===== config.mk =====
export PLATFORM = sky130hd
export DESIGN_NAME = tlbchk_top
export DESIGN_NICKNAME = d
export VERILOG_FILES = /design/src/rtl/tlbchk_pkg.sv /design/src/rtl/tlbchk_half_sel.sv /design/src/rtl/tlbchk_fault.sv /design/src/rtl/tlbchk_xlate.sv /design/src/rtl/tlbchk_top.sv
export SDC_FILE = /design/constraint.sdc
export NUM_CORES = 1
export LEC_CHECK = 0
export BUFFER_PORTS_ARGS = -buffer_cell sky130_fd_sc_hd__buf_2
export CAP_MARGIN = 10
export CORE_MARGIN = 3
export CORE_UTILIZATION = 45
export CTS_BUF_LIST = sky130_fd_sc_hd__clkbuf_2 sky130_fd_sc_hd__clkbuf_4 sky130_fd_sc_hd__clkbuf_8
export DETAILED_ROUTE_END_ITERATION = 8
export HOLD_SLACK_MARGIN = 0.03
export PLACE_DENSITY = 0.85
export SETUP_SLACK_MARGIN = 0.02
export SLEW_MARGIN = 20
export SYNTH_ARGS = -nofsm -noshare
export SYNTH_HDL_FRONTEND = slang
export SYNTH_SLANG_ARGS = --single-unit

===== constraint.sdc =====
create_clock -name clk_i -period 0.8 [get_ports clk_i]
set_input_delay 0.16 -clock clk_i [delete_from_list [all_inputs] [get_ports clk_i]]
set_output_delay 0.16 -clock clk_i [all_outputs]
set_load 0.01 [all_outputs]

===== src/rtl/tlbchk_pkg.sv =====
package tlbchk_pkg;
  localparam int PAGE_SHIFT = 12;
  localparam int ATTR_W     = 8;
  localparam int B_V        = 0;
  localparam int B_D        = 1;
  localparam int B_PLV      = 2;
  localparam int B_NX       = 4;
  localparam int B_NR       = 5;
  localparam int B_RPLV     = 6;

  typedef enum logic [2:0] {
    RES_MATCH   = 3'd0,
    RES_INVALID = 3'd1,
    RES_XI      = 3'd2,
    RES_RI      = 3'd3,
    RES_PE      = 3'd4,
    RES_DIRTY   = 3'd5
  } res_code_e;

  typedef enum logic [1:0] {
    ACC_FETCH = 2'd0,
    ACC_LOAD  = 2'd1,
    ACC_STORE = 2'd2,
    ACC_NONE  = 2'd3
  } acc_e;

  typedef struct packed {
    logic       v;
    logic       d;
    logic [1:0] plv;
    logic       nx;
    logic       nr;
    logic       rplv;
  } attr_t;
endpackage


===== src/rtl/tlbchk_half_sel.sv =====
module tlbchk_half_sel
  import tlbchk_pkg::*;
#(
  parameter int VA_W = 48,
  parameter int PSW  = 5,
  parameter int EW   = 44,
  localparam int PPN_W = EW - ATTR_W
) (
  input  logic [VA_W-1:0]  vaddr_i,
  input  logic             mode64_i,
  input  logic             use_own_ps_i,
  input  logic [PSW-1:0]   ent_ps_i,
  input  logic [PSW-1:0]   glob_ps_i,
  input  logic [EW-1:0]    ent_even_i,
  input  logic [EW-1:0]    ent_odd_i,
  output logic [PSW-1:0]   ps_o,
  output attr_t            attr_o,
  output logic [PPN_W-1:0] ppn_o
);
  logic [EW-1:0] half;
  logic          odd;

  always_comb begin
    ps_o = use_own_ps_i ? ent_ps_i : glob_ps_i;
    odd  = vaddr_i[ps_o];
    half = odd ? ent_odd_i : ent_even_i;
    attr_o.v    = half[B_V];
    attr_o.d    = half[B_D];
    attr_o.plv  = half[B_PLV +: 2];
    // narrow mode carries no inhibit / strict-level bits
    attr_o.nx   = mode64_i & half[B_NX];
    attr_o.nr   = mode64_i & half[B_NR];
    attr_o.rplv = mode64_i & half[B_RPLV];
    ppn_o = half[EW-1:ATTR_W];
  end
endmodule


===== src/rtl/tlbchk_fault.sv =====
module tlbchk_fault
  import tlbchk_pkg::*;
(
  input  attr_t      attr_i,
  input  logic [1:0] acc_type_i,
  input  logic [1:0] cur_plv_i,
  output res_code_e  code_o
);
  logic plv_bad;

  always_comb begin
    plv_bad = attr_i.rplv ? (cur_plv_i != attr_i.plv) : (cur_plv_i > attr_i.plv);
    if (!attr_i.v)                                     code_o = RES_INVALID;
    else if (acc_type_i == ACC_FETCH && attr_i.nx)     code_o = RES_XI;
    else if (acc_type_i == ACC_LOAD  && attr_i.nr)     code_o = RES_RI;
    else if (plv_bad)                                  code_o = RES_PE;
    else if (acc_type_i == ACC_STORE && !attr_i.d)     code_o = RES_DIRTY;
    else                                               code_o = RES_MATCH;
  end
endmodule


===== src/rtl/tlbchk_xlate.sv =====
module tlbchk_xlate
  import tlbchk_pkg::*;
#(
  parameter int VA_W  = 48,
  parameter int PA_W  = 48,
  parameter int PSW   = 5,
  parameter int PPN_W = 36
) (
  input  logic [VA_W-1:0]  vaddr_i,
  input  logic [PSW-1:0]   ps_i,
  input  logic [PPN_W-1:0] ppn_i,
  input  attr_t            attr_i,
  input  res_code_e        code_i,
  output logic [PA_W-1:0]  paddr_o,
  output logic [2:0]       prot_o
);
  localparam int BASE_W = PPN_W + PAGE_SHIFT;

  logic [PPN_W-1:0]  low_clr;
  logic [PPN_W-1:0]  ppn_m;
  logic [BASE_W-1:0] base;
  logic [PA_W-1:0]   off_mask;
  logic [PA_W-1:0]   va_ext;

  always_comb begin
    low_clr  = (PPN_W'(1) << (ps_i - PSW'(PAGE_SHIFT))) - PPN_W'(1);
    ppn_m    = ppn_i & ~low_clr;
    base     = {ppn_m, {PAGE_SHIFT{1'b0}}};
    off_mask = (PA_W'(1) << ps_i) - PA_W'(1);
    va_ext   = PA_W'(vaddr_i);
    if (code_i == RES_MATCH) begin
      paddr_o = PA_W'(base) | (va_ext & off_mask);
      prot_o  = {~attr_i.nx, attr_i.d, 1'b1};
    end else begin
      paddr_o = '0;
      prot_o  = '0;
    end
  end
endmodule


===== src/rtl/tlbchk_top.sv =====
module tlbchk_top
  import tlbchk_pkg::*;
#(
  parameter int VA_W = 48,
  parameter int PA_W = 48,
  parameter int PSW  = 5,
  localparam int PPN_W = PA_W - PAGE_SHIFT,
  localparam int EW    = PPN_W + ATTR_W
) (
  input  logic             clk_i,
  input  logic             rst_ni,
  input  logic             req_vld_i,
  input  logic             mode64_i,
  input  logic [1:0]       acc_type_i,
  input  logic [1:0]       cur_plv_i,
  input  logic [VA_W-1:0]  vaddr_i,
  input  logic             use_own_ps_i,
  input  logic [PSW-1:0]   ent_ps_i,
  input  logic [PSW-1:0]   glob_ps_i,
  input  logic [EW-1:0]    ent_even_i,
  input  logic [EW-1:0]    ent_odd_i,
  output logic             res_vld_o,
  output logic [2:0]       res_code_o,
  output logic [PA_W-1:0]  paddr_o,
  output logic [2:0]       prot_o
);
  logic [PSW-1:0]   ps;
  attr_t            attr;
  logic [PPN_W-1:0] ppn;
  res_code_e        code;
  logic [PA_W-1:0]  paddr_c;
  logic [2:0]       prot_c;

  tlbchk_half_sel #(.VA_W(VA_W), .PSW(PSW), .EW(EW)) u_sel (
    .vaddr_i, .mode64_i, .use_own_ps_i, .ent_ps_i, .glob_ps_i,
    .ent_even_i, .ent_odd_i,
    .ps_o(ps), .attr_o(attr), .ppn_o(ppn)
  );

  tlbchk_fault u_fault (
    .attr_i(attr), .acc_type_i, .cur_plv_i, .code_o(code)
  );

  tlbchk_xlate #(.VA_W(VA_W), .PA_W(PA_W), .PSW(PSW), .PPN_W(PPN_W)) u_xlate (
    .vaddr_i, .ps_i(ps), .ppn_i(ppn), .attr_i(attr), .code_i(code),
    .paddr_o(paddr_c), .prot_o(prot_c)
  );

  always_ff @(posedge clk_i or negedge rst_ni) begin
    if (!rst_ni) begin
      res_vld_o  <= 1'b0;
      res_code_o <= '0;
      paddr_o    <= '0;
      prot_o     <= '0;
    end else if (req_vld_i) begin
      res_vld_o  <= 1'b1;
      res_code_o <= code;
      paddr_o    <= paddr_c;
      prot_o     <= prot_c;
    end else begin
      res_vld_o  <= 1'b0;
      res_code_o <= '0;
      paddr_o    <= '0;
      prot_o     <= '0;
    end
  end
endmodule


==> flow_metrics.tcl <==
set metrics [dict create \
    status "finished with violations" \
    violations "negative setup slack" \
    io_buffers 199 \
    drt_iter0_drc 809 \
    synth_nets 676 \
    critical_path.max_fanout 8 \
    crit_family "buffers and inverters" \
    instances_no_fill 974 \
    drive_above_1_share_pct 54.3 \
    placed_cells 930 \
    timing.final.crit_share_pct 399 \
    viasPerCell 6.67 \
    h-tree-depth 2 \
    grt_pass1_vias 6223 \
    p_total_w 0.0106 \
    grt_overflow_total 0 \
    post_drt_wl_per_cell_um 26.0 \
    globalplace.congestion 1.01 \
    grt_pass1_wl_um 34200 \
    start_util_pct 47.3 \
    grt_max_degree 56 \
    worstPathRequired_ns 0.97 \
    layout_common_cells "buf_2, buf_4, dfrtp_1, nand2_1, nand3_1" \
    netlist.area_leader.share_pct 32.6 \
    synth_area_leader_cell "dfrtp_1" \
    setup_slack_ns -2.39 \
    min_period_ns 3.19 \
    cp_cell_sequence "buf_6, buf_4, nand3b_1, buf_4, a21oi_1, nor4_2, a211o_1, and4_4, mux2i_4, ha_4, buf_6, a22oi_2, o21bai_4, nor2_4, mux2i_4, buf_6, buf_12, a31oi_1" \
    critPathMaxStageDelay_ns 0.33 \
    die_w_um 103 \
    clock-root-buffer "clkbuf_8" \
    antenna_cells 0 \
    slowest_stage "nor4_2" \
    ys.flop_type "dfrtp_1" \
    max_freq_ghz 0.313 \
    clk_pin_slew_ns 0.11 \
    cts_inserted_buffers 5 \
    ys_seq_area_share_pct 32.6 \
    vdd_ir_drop_max_mv 0.902 \
    ios 210 \
    holdPathStages 3 \
    layout_commonest_cell "buf_2" \
    synth_cells 516 \
    async_flop_share_pct 100 \
    worstSetupStartpointType "input pin" \
    worstPathArrival_ns 3.37 \
    first_pass_iters 6 \
    synth_area_leaders "dfrtp_1, nand3_1, nand2_1" \
    antenna_found_initial 2 \
    slew_headroom_pct 67.9 \
    dpl.hpwl_um 15100 \
    clk_path_buf_depth 2 \
    setup-violations-final 109 \
    cp-end-kind "flip-flop" \
    synth.distinct_cells 67 \
    crit_start "glob_ps_i[1]" \
    crit_end "paddr_o[18]$_DFF_PN0_" \
    synth_edf_count 0 \
    rsz0062_at_grt "true" \
    coreArea_um2 8930 \
    max_cap_violations 0 \
    crit_top_cell "buf_6" \
    drc 0 \
    cts_tree "done" \
    track_usage_pct 42.3 \
    synthToLayoutAreaGrowth_pct 77.5 \
    fp.dieArea_um2 10600 \
    tightest_slew_ns 0.476 \
    drv_slew 0 \
    cts.sinks 55 \
    worstSetupPathType "input pin to flip-flop" \
    layout.nets 1026 \
    hp-class "input pin to flip-flop" \
    yosysWarnings 0 \
    path_buf_inv 6 \
    cp_num_cells 18 \
    ant_nets 0 \
    ys_ff_latch 55 \
    p_leak_nw 3.65 \
    vias 6496 \
    avgSynthCellArea_um2 8.18 \
    fp-row-count 34 \
    power.density_nw_per_um2 1420 \
    totalWireLength_um 25300 \
    finalHoldViolCount 0 \
    die_h_um 103 \
    synthesis.area_um2 4220 \
]
## state kept, by name, summed over array words and instances, names as in the netlist
name and cells:
paddr_o 48, prot_o 3, res_code_o 3, res_vld_o 1
## synth_stat cells, types with 9 or more instances
cell type   n
mux2i_1    15
a21oi_1    33
nand2b_1    9
nand2_1    48
dfrtp_1    55
nand3_1    43
inv_1      11
buf_2       9
nor3_1     18
a31oi_1    25
o21ai_0    20
and3_1     12
clkbuf_1   16
nor2_1     44
## where the power goes
group,internal [W],switching [W]
sequential,0.00295,0.0000741
combinational,0.00259,0.00308
clock,0.000920,0.00102
total,0.00647,0.00418
## routing by layer
layer  vias to the layer above  part of all wire, %  wire length (um)  track usage, %
li1                       2649                    -                 -               -
met1                      3010                   33              8460            50.1
met2                       635                   44             11200            70.0
met3                       198                   14              3620            12.4
met4                         4                  8.0              2030            21.1
met5                         -                 0.13                34               0
## worst min path at each step
stage                     start                     to
floorplan                rst_ni   paddr_o[0]$_DFF_PN0_
global placement         rst_ni  paddr_o[46]$_DFF_PN0_
detailed placement       rst_ni  paddr_o[46]$_DFF_PN0_
CTS                 vaddr_i[32]  paddr_o[32]$_DFF_PN0_
global route        vaddr_i[32]  paddr_o[32]$_DFF_PN0_
finish              vaddr_i[32]  paddr_o[32]$_DFF_PN0_
## logic make-up after synthesis
group,Yosys count,share of synthesized area (%)
compound gates,155,25.5
xor+xnor,8,1.66
fa+ha+maj,5,1.48
buf+inv,47,5.60
flops,55,32.6
mux,25,6.31
simple gates,221,26.9
## what timing repair did
action,4_1_cts,5_1_grt
resized for setup,86,44
gates cloned,8,0
endpoints found under the setup margin,109,109
hold buffers,2,0
buffers inserted,30,3
endpoints found under the hold margin,56,0
pin swaps,33,9
## cell type report
type / count / area, um2
multi-input combinational: 414 / 3090
timing repair buffer: 377 / 2720
fill: 513 / 1440
sequential: 55 / 1380
tap: 108 / 135
clock buffer: 5 / 68.8
inverter: 12 / 52.6
clock inverter: 2 / 37.5
timing repair inverter: 1 / 8.76
## per-stage QoR
step	TNS (ns)	cell area, um2	setup slack, ns	utilization, %	hold WS (ns)
detailed placement	-147.02	6340	-2.78	70.9	0.186
floorplan	-143.34	4270	-2.73	-	-0.136
global placement	-143.34	6340	-2.71	70.9	0.169
CTS	-126.62	7230	-2.23	80.9	0.0806
finish	-135.32	7490	-2.39	83.9	0.0756
global route	-137.97	7490	-2.41	83.9	0.0831
Note: power is estimated with default switching activity, not from simulation.
